File: src/rtl/iack_pkg.sv
package iack_pkg;
  typedef enum logic [1:0] {OP_RST, OP_CALL, OP_BAD} op_kind_e;

  typedef enum logic [3:0] {
    S_IDLE, S_TRAP, S_ACK, S_ACK_LO, S_ACK_HI, S_PUSH_HI, S_PUSH_LO, S_LOAD
  } seq_state_e;

  // {io_m, s1, s0}
  localparam logic [2:0] ST_ACK  = 3'b111;
  localparam logic [2:0] ST_MWR  = 3'b001;
  localparam logic [2:0] ST_IDLE = 3'b000;
endpackage

File: src/rtl/iack_decode.sv
module iack_decode
  import iack_pkg::*;
#(
  parameter int unsigned DW      = 8,
  parameter int unsigned AW      = 16,
  parameter logic [7:0]  CALL_OP = 8'hCD
) (
  input  logic [DW-1:0] op_i,
  output op_kind_e      kind_o,
  output logic [AW-1:0] rst_vec_o
);
  localparam int unsigned VPAD = AW - 6;

  logic is_rst;
  assign is_rst = (op_i[7:6] == 2'b11) && (op_i[2:0] == 3'b111);

  always_comb begin
    if (is_rst)                kind_o = OP_RST;
    else if (op_i == CALL_OP)  kind_o = OP_CALL;
    else                       kind_o = OP_BAD;
  end

  // restart n -> n*8
  assign rst_vec_o = {{VPAD{1'b0}}, op_i[5:3], 3'b000};
endmodule

File: src/rtl/iack_ctrl.sv
module iack_ctrl
  import iack_pkg::*;
#(
  parameter int unsigned DW       = 8,
  parameter int unsigned AW       = 16,
  parameter logic [15:0] TRAP_VEC = 16'h0024
) (
  input  logic          clk_i,
  input  logic          rst_ni,
  input  logic          intr_i,
  input  logic          trap_i,
  input  logic          ei_i,
  input  logic [AW-1:0] pc_i,
  input  logic [AW-1:0] sp_i,
  input  logic          done_i,
  input  logic [DW-1:0] rdata_i,
  input  op_kind_e      kind_i,
  input  logic [AW-1:0] rst_vec_i,
  output logic          req_o,
  output logic [2:0]    req_status_o,
  output logic [AW-1:0] req_addr_o,
  output logic [DW-1:0] req_wdata_o,
  output logic          busy_o,
  output logic          int_en_o,
  output logic          pc_load_o,
  output logic [AW-1:0] new_pc_o,
  output logic          sp_load_o,
  output logic [AW-1:0] new_sp_o,
  output logic          err_o
);
  localparam logic [AW-1:0] ONE = AW'(1);
  localparam logic [AW-1:0] TWO = AW'(2);

  seq_state_e    state_q, state_d;
  logic [AW-1:0] pc_q, sp_q, vec_q;
  logic          int_en_q, err_q;
  logic          accept, take_trap;
  logic [AW-1:0] sp_m1, sp_m2;

  assign take_trap = (state_q == S_IDLE) && trap_i;
  assign accept    = (state_q == S_IDLE) && (trap_i || (intr_i && int_en_q));
  assign sp_m1     = sp_q - ONE;
  assign sp_m2     = sp_q - TWO;

  always_comb begin
    state_d      = state_q;
    req_o        = 1'b0;
    req_status_o = ST_IDLE;
    req_addr_o   = pc_q;
    req_wdata_o  = '0;
    unique case (state_q)
      S_IDLE: begin
        if (take_trap)   state_d = S_TRAP;
        else if (accept) state_d = S_ACK;
      end
      S_TRAP: begin
        req_o = 1'b1;
        if (done_i) state_d = S_PUSH_HI;
      end
      S_ACK: begin
        req_o        = 1'b1;
        req_status_o = ST_ACK;
        if (done_i) begin
          unique case (kind_i)
            OP_RST:  state_d = S_PUSH_HI;
            OP_CALL: state_d = S_ACK_LO;
            default: state_d = S_IDLE;
          endcase
        end
      end
      S_ACK_LO: begin
        req_o        = 1'b1;
        req_status_o = ST_ACK;
        if (done_i) state_d = S_ACK_HI;
      end
      S_ACK_HI: begin
        req_o        = 1'b1;
        req_status_o = ST_ACK;
        if (done_i) state_d = S_PUSH_HI;
      end
      S_PUSH_HI: begin
        req_o        = 1'b1;
        req_status_o = ST_MWR;
        req_addr_o   = sp_m1;
        req_wdata_o  = pc_q[AW-1 -: DW];
        if (done_i) state_d = S_PUSH_LO;
      end
      S_PUSH_LO: begin
        req_o        = 1'b1;
        req_status_o = ST_MWR;
        req_addr_o   = sp_m2;
        req_wdata_o  = pc_q[DW-1:0];
        if (done_i) state_d = S_LOAD;
      end
      S_LOAD:  state_d = S_IDLE;
      default: state_d = S_IDLE;
    endcase
  end

  always_ff @(posedge clk_i or negedge rst_ni) begin
    if (!rst_ni) begin
      state_q  <= S_IDLE;
      pc_q     <= '0;
      sp_q     <= '0;
      vec_q    <= '0;
      int_en_q <= 1'b0;
      err_q    <= 1'b0;
    end else begin
      state_q <= state_d;
      err_q   <= (state_q == S_ACK) && done_i && (kind_i == OP_BAD);
      if (accept)    int_en_q <= 1'b0;
      else if (ei_i) int_en_q <= 1'b1;
      if (accept) begin
        pc_q <= pc_i;
        sp_q <= sp_i;
      end
      if (take_trap) vec_q <= AW'(TRAP_VEC);
      if (done_i) begin
        if (state_q == S_ACK && kind_i == OP_RST) vec_q <= rst_vec_i;
        if (state_q == S_ACK_LO) vec_q[DW-1:0]    <= rdata_i;
        if (state_q == S_ACK_HI) vec_q[AW-1 -: DW] <= rdata_i;
      end
    end
  end

  assign busy_o    = (state_q != S_IDLE);
  assign int_en_o  = int_en_q;
  assign pc_load_o = (state_q == S_LOAD);
  assign sp_load_o = (state_q == S_LOAD);
  assign new_pc_o  = vec_q;
  assign new_sp_o  = sp_m2;
  assign err_o     = err_q;
endmodule

File: src/rtl/iack_seq.sv
module iack_seq
  import iack_pkg::*;
#(
  parameter int unsigned DW       = 8,
  parameter int unsigned AW       = 16,
  parameter logic [7:0]  CALL_OP  = 8'hCD,
  parameter logic [15:0] TRAP_VEC = 16'h0024
) (
  input  logic          clk_i,
  input  logic          rst_ni,
  input  logic          intr_i,
  input  logic          trap_i,
  input  logic          ei_i,
  input  logic [AW-1:0] pc_i,
  input  logic [AW-1:0] sp_i,
  output logic          req_o,
  output logic [2:0]    req_status_o,
  output logic [AW-1:0] req_addr_o,
  output logic [DW-1:0] req_wdata_o,
  input  logic          done_i,
  input  logic [DW-1:0] rdata_i,
  output logic          busy_o,
  output logic          int_en_o,
  output logic          pc_load_o,
  output logic [AW-1:0] new_pc_o,
  output logic          sp_load_o,
  output logic [AW-1:0] new_sp_o,
  output logic          err_o
);
  op_kind_e      kind;
  logic [AW-1:0] rst_vec;

  iack_decode #(.DW(DW), .AW(AW), .CALL_OP(CALL_OP)) u_decode (
    .op_i      (rdata_i),
    .kind_o    (kind),
    .rst_vec_o (rst_vec)
  );

  iack_ctrl #(.DW(DW), .AW(AW), .TRAP_VEC(TRAP_VEC)) u_ctrl (
    .clk_i        (clk_i),
    .rst_ni       (rst_ni),
    .intr_i       (intr_i),
    .trap_i       (trap_i),
    .ei_i         (ei_i),
    .pc_i         (pc_i),
    .sp_i         (sp_i),
    .done_i       (done_i),
    .rdata_i      (rdata_i),
    .kind_i       (kind),
    .rst_vec_i    (rst_vec),
    .req_o        (req_o),
    .req_status_o (req_status_o),
    .req_addr_o   (req_addr_o),
    .req_wdata_o  (req_wdata_o),
    .busy_o       (busy_o),
    .int_en_o     (int_en_o),
    .pc_load_o    (pc_load_o),
    .new_pc_o     (new_pc_o),
    .sp_load_o    (sp_load_o),
    .new_sp_o     (new_sp_o),
    .err_o        (err_o)
  );
endmodule

File: config.mk
export PLATFORM = sky130hd
export DESIGN_NAME = iack_seq
export DESIGN_NICKNAME = d
export VERILOG_FILES = /design/src/rtl/iack_pkg.sv /design/src/rtl/iack_decode.sv /design/src/rtl/iack_ctrl.sv /design/src/rtl/iack_seq.sv
export SDC_FILE = /design/constraint.sdc
export NUM_CORES = 1
export LEC_CHECK = 0
export ABC_AREA = 1
export ABC_CLOCK_PERIOD_IN_PS = 1650
export BUFFER_PORTS_ARGS = -buffer_cell sky130_fd_sc_hd__buf_2
export CORE_MARGIN = 10
export CORE_UTILIZATION = 46
export CTS_BUF_LIST = sky130_fd_sc_hd__clkbuf_4 sky130_fd_sc_hd__clkbuf_8 sky130_fd_sc_hd__clkbuf_16
export DETAILED_ROUTE_END_ITERATION = 10
export GPL_TIMING_DRIVEN = 1
export PLACE_DENSITY = 0.86
export SLEW_MARGIN = 20
export SYNTH_ARGS = -nofsm -noshare
export SYNTH_HDL_FRONTEND = slang
export SYNTH_SLANG_ARGS = --single-unit
File: constraint.sdc
create_clock -name clk_i -period 1.65 [get_ports clk_i]
set_clock_uncertainty 0.15 [all_clocks]
set_input_delay 0.165 -clock clk_i [delete_from_list [all_inputs] [get_ports clk_i]]
set_output_delay 0.165 -clock clk_i [all_outputs]
set_load 0.01 [all_outputs]
After elaboration in Yosys (flattened, before gate mapping)
Index checks and enable logic that the tools add are counted.
{ "classes": {"mux": 22, "n_reduce_logical": 17, "addsub": 2, "eq_ne": 18} }
{ "ops": {"columns": ["op", "count"], "rows": [
  ["two-way mux 16 bit", 3],
  ["one-hot mux 16 bit (2 select lines)", 1],
  ["two-way mux 4 bit", 7],
  ["one-hot mux 4 bit (6 select lines)", 1],
  ["equality test 4 x 3 -> 1 bit, second input constant", 4],
  ["two-way mux 8 bit", 2],
  ["one-hot mux 8 bit (2 select lines)", 1],
  ["subtractor 16 x 1 -> 16 bit, second input constant", 1],
  ["subtractor 16 x 2 -> 16 bit, second input constant", 1],
  ["one-hot mux 3 bit (2 select lines)", 2],
  ["equality test 4 x 2 -> 1 bit, second input constant", 2],
  ["equality test 8 bit, second input constant", 1],
  ["inequality test 2 bit, second input constant", 4],
  ["logical AND 1 bit", 7],
  ["AND reduction 6 bit", 1],
  ["OR reduction 6 bit", 1],
  ["equality test 2 bit, second input constant", 2],
  ["equality test 4 x 1 -> 1 bit, second input constant", 1],
  ["zero test 4 bit", 1],
  ["two-way mux 2 bit", 2],
  ["nonzero test 4 bit", 1],
  ["OR reduction 2 bit", 2],
  ["equality test 3 bit, second input constant", 1],
  ["two-way mux 1 bit", 3],
  ["7 further kinds", 7]
]} }
{ "totals": {"inputBits": 46, "register_bits": 54, "out_inout_bits": 65} }

Depth between registers and ports, before layout
Gate-level depths: netlist (run 1).
{ "depth": {"word_depth": 8, "ltp_mapped": 9, "mapped_depth_nobuf": 9} }

Hierarchy
From an unflattened synthesis (run 1), not the netlist that was laid out.
{ "hier_totals": {"cells_unflattened": 521, "hier_area_um2": 3529.6} }
{ "modules_own_cells": {"columns": ["mod", "instances", "seq_area_each_um2", "area_each_um2", "cells_each"], "rows": [
  ["iack_ctrl", 1, 1326.3, 3350.7, 491],
  ["iack_decode", 1, 0.0, 178.9, 30]
]} }

Worst setup path after synthesis (run 1)
OpenSTA, ideal clock, no wires.
{ "synth_timing": {"kind": "flip-flop to output port", "start": "reg u_ctrl.sp_q[1]", "end": "out req_addr_o[7]", "path_stages_with_launch": 8, "setup_slack_ps": -256, "arrival_time_ps": 1591, "t_required_ps": 1335, "path_cell_list": "dfrtp_1 inv_1 ha_1 nand2_1 nor2_4 xor2_1 nand2_1 nand3_1"} }
{ "synth_via": {"elab_chain_len": 2, "elab_cells_between_ends": 3, "classes_between": "2 x add/sub; 1 x mux"} }
{ "synth_lines": {"columns": ["item", "line", "source"], "rows": [
  ["start: declaration", "iack_ctrl.sv:35", "logic [AW-1:0] pc_q, sp_q, vec_q;"],
  ["start signal: assignment", "iack_ctrl.sv:115", "sp_q <= sp_i;"],
  ["subtractor 16 x 2 -> 16 bit", "iack_ctrl.sv:43", "assign sp_m2 = sp_q - TWO;"],
  ["named net new_sp_o[7]", "iack_seq.sv:27", "output logic [AW-1:0] new_sp_o,"],
  ["one-hot mux 16 bit (2 select lines)", "iack_ctrl.sv:51", "unique case (state_q)"],
  ["end: declaration", "iack_seq.sv:18", "output logic [AW-1:0] req_addr_o,"]
]} }
The timed path passes the listed nets, and every way through them passes these cells.

Worst setup path after layout (run 1)
{ "layout_timing": {"start": "reg u_ctrl.sp_q[1]", "end": "out req_addr_o[14]"} }
{ "layout_via": {"elab_chain_len": 2, "elab_cells_between_ends": 3, "classes_between": "2 x add/sub; 1 x mux"} }
{ "layout_lines": {"columns": ["item", "line"], "rows": [
  ["subtractor 16 x 2 -> 16 bit or subtractor 16 x 1 -> 16 bit (tied branches)", "iack_ctrl.sv:43, iack_ctrl.sv:42"],
  ["one-hot mux 16 bit (2 select lines) (*)", "iack_ctrl.sv:51"]
]} }
Mark *: on every way between the ends. The rest lies on a longest branch, timed or not.

==> results of run 1 <==
-- metrics by stage --
step                setup TNS (ps)  cell area [µm²]  instances  worst slack [ps]
global route                -31080             6300        782              -974
CTS                         -11760             5150        759              -437
detailed placement           -2300             4190        698              -240
floorplan                    -26.1             3270        469             -22.5
finish                      -28610             6300        782              -967
global placement             -1570             4190        698              -138
-- path summary, 6_finish.rpt --
check / end / start / slack (ps) / cells past startpoint
min in group asynchronous: u_ctrl.pc_q[2]$_DFFE_PN0P_ / rst_ni / 190 / 2
max reg2reg: u_ctrl.state_q[2]$_DFFE_PN0P_ / u_ctrl.state_q[1]$_DFFE_PN0P_ / -360 / 10
min: u_ctrl.new_pc_o[2]$_DFF_PN0_ / rdata_i[2] / 30 / 3
min reg2reg: u_ctrl.new_pc_o[3]$_DFF_PN0_ / u_ctrl.new_pc_o[3]$_DFF_PN0_ / 410 / 2
max: req_addr_o[14] / u_ctrl.sp_q[1]$_DFFE_PN0P_ / -970 / 10
max in group asynchronous: u_ctrl.state_q[2]$_DFFE_PN0P_ / rst_ni / 440 / 3
-- synthesized netlist by cell type (3+ instances only) --
master    instances  area [µm²]
nand3_1          76         380
o21ai_0          17        85.1
inv_2             8        30.0
buf_4             4        30.0
and2_1            4        25.0
clkbuf_1          5        18.8
o21ai_1          10        50.1
xor2_1            7        61.3
nor2_1           31         116
o221ai_1          3        26.3
a22o_1            6        52.6
nand2_1         179         672
a21oi_1           3        15.0
ha_1              4        50.1
dfrtp_1          53        1330
buf_2             7        35.0
nand2_2           6        37.5
inv_1            31         116
-- cell families after synthesis --
family	share of synthesized area, %
AND/OR/NAND/NOR	40.7
buffers and inverters	7.45
flip-flops	40.9
AO/OA/AOI/OAI	7.53
XOR/XNOR	1.89
adder cells (fa/ha/maj)	1.54
-- metal layers --
layer  global-route usage [%]  vias to the layer above  wire, µm
met3                     6.44                      233      2800
met1                     27.5                     2319      6730
met5                        0                        -         7
li1                         -                     1951         -
met2                     40.5                      614      9190
met4                     11.8                        2      1880
-- layout make-up --
class / count / area, µm²
fillers: 227 / 529
flip-flops and latches: 53 / 1330
inverters: 39 / 198
multi-input cells: 360 / 2630
clock buffers: 5 / 68.8
repair buffers: 224 / 1890
clock inverters: 3 / 47.5
well taps: 96 / 120
repair inverters: 2 / 18.8
-- sequential cells by signal, summed over array words and instances (netlist names) --
signal,cells
u_ctrl.sp_q,16
u_ctrl.err_o,1
u_ctrl.int_en_o,1
u_ctrl.pc_q,16
u_ctrl.new_pc_o,16
u_ctrl.state_q,3
-- timing repair --
item	4_1_cts	5_1_grt
endpoints found under the setup margin	43	97
pin swaps	25	67
resized for setup	89	229
setup buffers	10	20
hold buffers	41	0
hold endpoints to repair	62	0
cloned	2	7
-- layout by cell type (no fill, tap or decap), types with 7 or more instances in the layout --
master         synthesis  final
buf_12                 0      7
buf_2                  7     90
buf_4                  4     38
buf_6                  1     42
dfrtp_1               53     47
dlygate4sd3_1          0     41
inv_1                 31     20
inv_2                  8      9
nand2_1              179    112
nand2_2                6     44
nand2_4                0     25
nand3_1               76     50
nand3_2                2     17
nand3_4                0     11
nor2_1                31     10
nor2_4                 1     18
o21ai_2                0     20
-- report_power, final --
group	internal (mW)	switching [mW]
clock network	0.465	0.534
registers	1.89	0.813
logic	4.04	5.62
total	6.39	6.97
-- worst max-delay path, cell delays in order (launching register included) --
cell and delay (ps):
dfrtp_1 470, inv_4 150, buf_4 170, nand2_4 80
nor2_4 160, nand2_1 190, nand2_1 250, nand2_1 140
nand2_1 90, nand3_1 90, buf_2 160
==> results.md, run 1 <==
- Status: finished with violations
- Violated checks: negative setup slack
- Vias in the first global route: ~4,300
- Clock Tree Root: clkbuf_8
- NumNets Final: around 740
- Max Root-Sink Buffers: 2
- Critical path class: flop to output pin
- Pins Over Slew Limit: 0
- Slew @ Worst Pin: roughly 580 ps
- IO buf count: 110
- Register area share after synthesis: 40.9%
- Max-cap violations: 0
- Final ANT Viol Nets: 0
- CP Capture Type: output pin
- H-Tree Depth: 2
- Placer Congestion: between 0.9 and 1
- Chip width: ~100 µm
- Antenna Cells: 0
- CTS Buf Count: 5
- CTS sink count: 53
- Hpwl dp: 8550 µm
- Number of vias per cell: between 6 and 7
- Fin crit share: 159%
- Count of different cell masters after synthesis: 29
- Leakage: ~3.1 nW
- Tmin final: roughly 2600 ps
- Post-synth EDFFs: 0
- Clock Latency Late Sink: between 300 and 400 ps
- Mapped Avg Cell Area: 6.91 µm²
- Cell Pwr Density: about 2100 mW/mm²
- Antenna violations before repair: 1
- PnR Total Power: 13.4 mW
- Final hold violations: 0
- Total Routing Usage GR: between 20 and 25%
- Netlist Area Pre-Place: 0.00324 mm²
- RSZ-0062 raised after global routing: true
- Hold Crit Class: primary input to flop
- Routed vias: between 5,000 and 6,000
- VDD IR max: between 1 and 1.5 mV
- DR DRC count: 0
- Crit path launch type: flop
- Yosys reg bits: 53
- Core Region: 0.00683 mm²
- CTS clk-pin slew, worst paths: approximately 130 ps
- Initial Utilization: a little under half
- Worst-path fanout max: 5
- Die ar.: about 0.011 mm²
- FMAX: approximately 0.38 GHz
- Largest net degree at the start of global routing: 28
- First-pass GRT wire length: 21,700 µm
- Layout area overhead: 94.4%
- 1st-pass router iterations: 8
- Main synth FF type: dfrtp_1
- Share of cells above drive strength 1: 55.5%
- WP data required: 1330 ps
- Normalized max-slew margin: around three fifths
- Row count: 30
- Final hold slack: approximately 31 ps
- Iter 0 DRT Violations: roughly 900
- Syn Nets: 519
- DR WL/cell: roughly 26 µm
- # setup viols final: 97
- Post-Syn Instances: 469
- Setup WS post-layout: -967 ps
- CTS tree: yes
- Post-layout util: between 90% and 100%
- Crit path arrival time: 2300 ps
- I/O pin cnt: roughly 110
- Chip height: 104 µm
- Ys Warns: 0
- Gr ovfl total: 0
- Final WL: 20,600 µm
- Ys async rst share: 100%
No activity file was read; power rests on OpenSTA's default activity.
==> inputs of run 2 (changes only) <==
--- a/constraint.sdc
+++ b/constraint.sdc
@@ -3,3 +3,3 @@
 set_input_delay 0.165 -clock clk_i [delete_from_list [all_inputs] [get_ports clk_i]]
 set_output_delay 0.165 -clock clk_i [all_outputs]
-set_load 0.01 [all_outputs]
+set_load 0.005 [all_outputs]
==> results.md, run 2 (synthesized netlist as in run 1, its figures left out) <==
- PnR Total Power: 12.5 mW (-6.3%)
- Worst hold start: done_i
- FMAX: 0.426 GHz (+12%)
- Final ANT Viol Nets: 0 (unchanged)
- Post-layout util: 90.8% (-1.5 points)
- Max Root-Sink Buffers: 2 (unchanged)
- Gr ovfl total: 0 (unchanged)
- Slowest cell on crit path: dfrtp_1
- Max-cap violations: 0 (unchanged)
- VDD IR max: 1.06 mV (-16%)
- Fin crit share: 142% (-16 points)
- # setup viols final: 97 (unchanged)
- Layout area overhead: 91.3%
- Crit path launch type: flop
- WP data required: 1330 ps (about the same)
- Status: finished with violations
- Largest net degree at the start of global routing: 54 (+93%)
- Die ar.: 0.0108 mm² (unchanged)
- Normalized max-slew margin: 75.5% (+14 points)
- Initial Utilization: 47.5% (unchanged)
- Cell family with most CP delay: simple AND/OR/NAND/NOR gates
- Iter 0 DRT Violations: 740 (-16%)
- CTS clk-pin slew, worst paths: 130 ps (about the same)
- I/O pin cnt: 111 (unchanged)
- Final hold violations: 0 (unchanged)
- Placer Congestion: 0.948 (+0.37%)
- CTS Buf Count: 5 (unchanged)
- Clock Tree Root: clkbuf_8
- Violated checks: negative setup slack
- Clock Latency Late Sink: 330 ps (about the same)
- Chip width: 104 µm (unchanged)
- 1st-pass router iterations: 8 (unchanged)
- Antenna violations before repair: 0 (-1)
- WP buf/inv: 3 (unchanged)
- Cell Pwr Density: 2020 mW/mm² (-4.8%)
- Crit path arrival time: 2030 ps (-270 ps)
- Slowest cell delay on critical path: 460 ps (about the same)
- RSZ-0062 raised after global routing: true
- Most common cell after layout, fill and taps aside: nand2_1
- Crit path cell chain: inv_4, ha_4, nand2_8, buf_12, nor2_4, nand2_1, nand2_1, nand3_1, nand3_1, buf_2
- Pins Over Slew Limit: 0 (unchanged)
- Worst-path fanout max: 5 (unchanged)
- Number of vias per cell: 6.40 (-2.2%)
- Antenna Cells: 0 (unchanged)
- CP Capture Type: output pin
- Hpwl dp: 8520 µm (-0.31%)
- H-Tree Depth: 2 (unchanged)
- Reg-to-Reg Start: u_ctrl.state_q[0]$_DFFE_PN0P_
- CTS sink count: 53 (unchanged)
- DR DRC count: 0 (unchanged)
- First-pass GRT wire length: 22,200 µm (+2.2%)
- Chip height: 104 µm (unchanged)
- Final WL: 19,700 µm (-4.4%)
- CTS tree: yes
- Placed Instances: 700 (+0.29%)
- DR WL/cell: 24.9 µm (-5.5%)
- Total Routing Usage GR: 24.7% (+0.66 points)
- Critical path class: flop to output pin
- Slew @ Worst Pin: 364 ps (-212 ps)
- Row count: 30 (unchanged)
- Share of cells above drive strength 1: 52.9% (-2.6 points)
- Routed vias: 5,062 (-1.1%)
- CP startpoint: u_ctrl.sp_q[1]$_DFFE_PN0P_
- Core Region: 0.00683 mm² (unchanged)
- Finished Layout Cells: 791 (+1.2%)
- Setup WS post-layout: -697 ps (+271 ps)
- Most frequent cells in the layout: 121 x nand2_1, 99 x buf_2, 52 x nand3_1, 48 x dfrtp_1, 42 x dlygate4sd3_1
- Leakage: 3.17 nW (+1.6%)
- Vias in the first global route: 4,274 (-0.65%)
- Hold Crit Class: primary input to flop
- Tmin final: 2350 ps (-271 ps)
- NumNets Final: 744 (+1.2%)
- IO buf count: 110 (unchanged)
==> run 2: cell count changes in the layout (fill, tap and decap cells not counted), moves of 5 or more <==
cell,previous run,this run
buf_6,42,37
nand2_2,44,33
buf_2,90,99
o21ai_2,20,15
nand3_4,11,5
nand2_1,112,121
==> run 2: path summary, 6_finish.rpt <==
check | endpoint | slack, ps | depth (start not counted)
setup / recovery | req_addr_o[9] | -700 | 10
hold / removal | u_ctrl.err_o$_DFF_PN0_ | 60 | 3
setup reg to reg | u_ctrl.new_pc_o[2]$_DFF_PN0_ | -270 | 10
hold reg to reg | u_ctrl.new_pc_o[14]$_DFF_PN0_ | 370 | 2
max in group asynchronous | u_ctrl.sp_q[3]$_DFFE_PN0P_ | 850 | 3
min in group asynchronous | u_ctrl.sp_q[1]$_DFFE_PN0P_ | 210 | 3
==> run 2: tightest hold or removal path, delay by kind of cell <==
| kind | cells | cell delay (ps) |
|---|---|---|
| compound gates | 1 | 50 |
| buf+inv | 1 | 190 |
| simple gates | 1 | 110 |
==> run 2: where the power goes <==
part	switching, mW	internal [mW]	leakage, nW
registers	0.787	1.88	0.661
clock network	0.516	0.467	0.0603
logic	5.05	3.82	2.45
total	6.35	6.17	3.17
==> run 2: stage by stage <==
stage	area [µm²]	worst slack, ps	hold WS (ps)	setup TNS, ps
final	6200	-697	60.0	-27650
after floorplan	3240	13.2	-281	0
after detailed placement	4170	-167	29.6	-2110
after global placement	4170	-106	24.9	-912
after CTS	5260	-400	23.3	-12040
after global routing	6200	-813	50.3	-29970
==> run 2: final cells by class <==
type                    count  area [µm²]
repair inverters            6        55.1
inverters                  39         203
well taps                  96         120
clock inverters             3        50.0
multi-input cells         360        2500
repair buffers            229        1880
flip-flops and latches     53        1330
clock buffers               5        68.8
fillers                   252         629
==> run 2: metal layers <==
metal / vias to the layer above / GRT usage, % / wire length (µm)
met5: - / 0 / 0
met4: 0 / 15.9 / 1720
met2: 597 / 38.4 / 8410
met1: 2282 / 29.5 / 6590
li1: 1960 / - / -
met3: 223 / 6.63 / 2970
==> run 2: repair_timing <==
item,in CTS,in global routing
hold buffers,42,0
setup endpoints to repair,57,95
pin swaps,19,50
endpoints found under the hold margin,100,0
cloned,5,8
buffers inserted,18,13
gates resized for setup,103,186
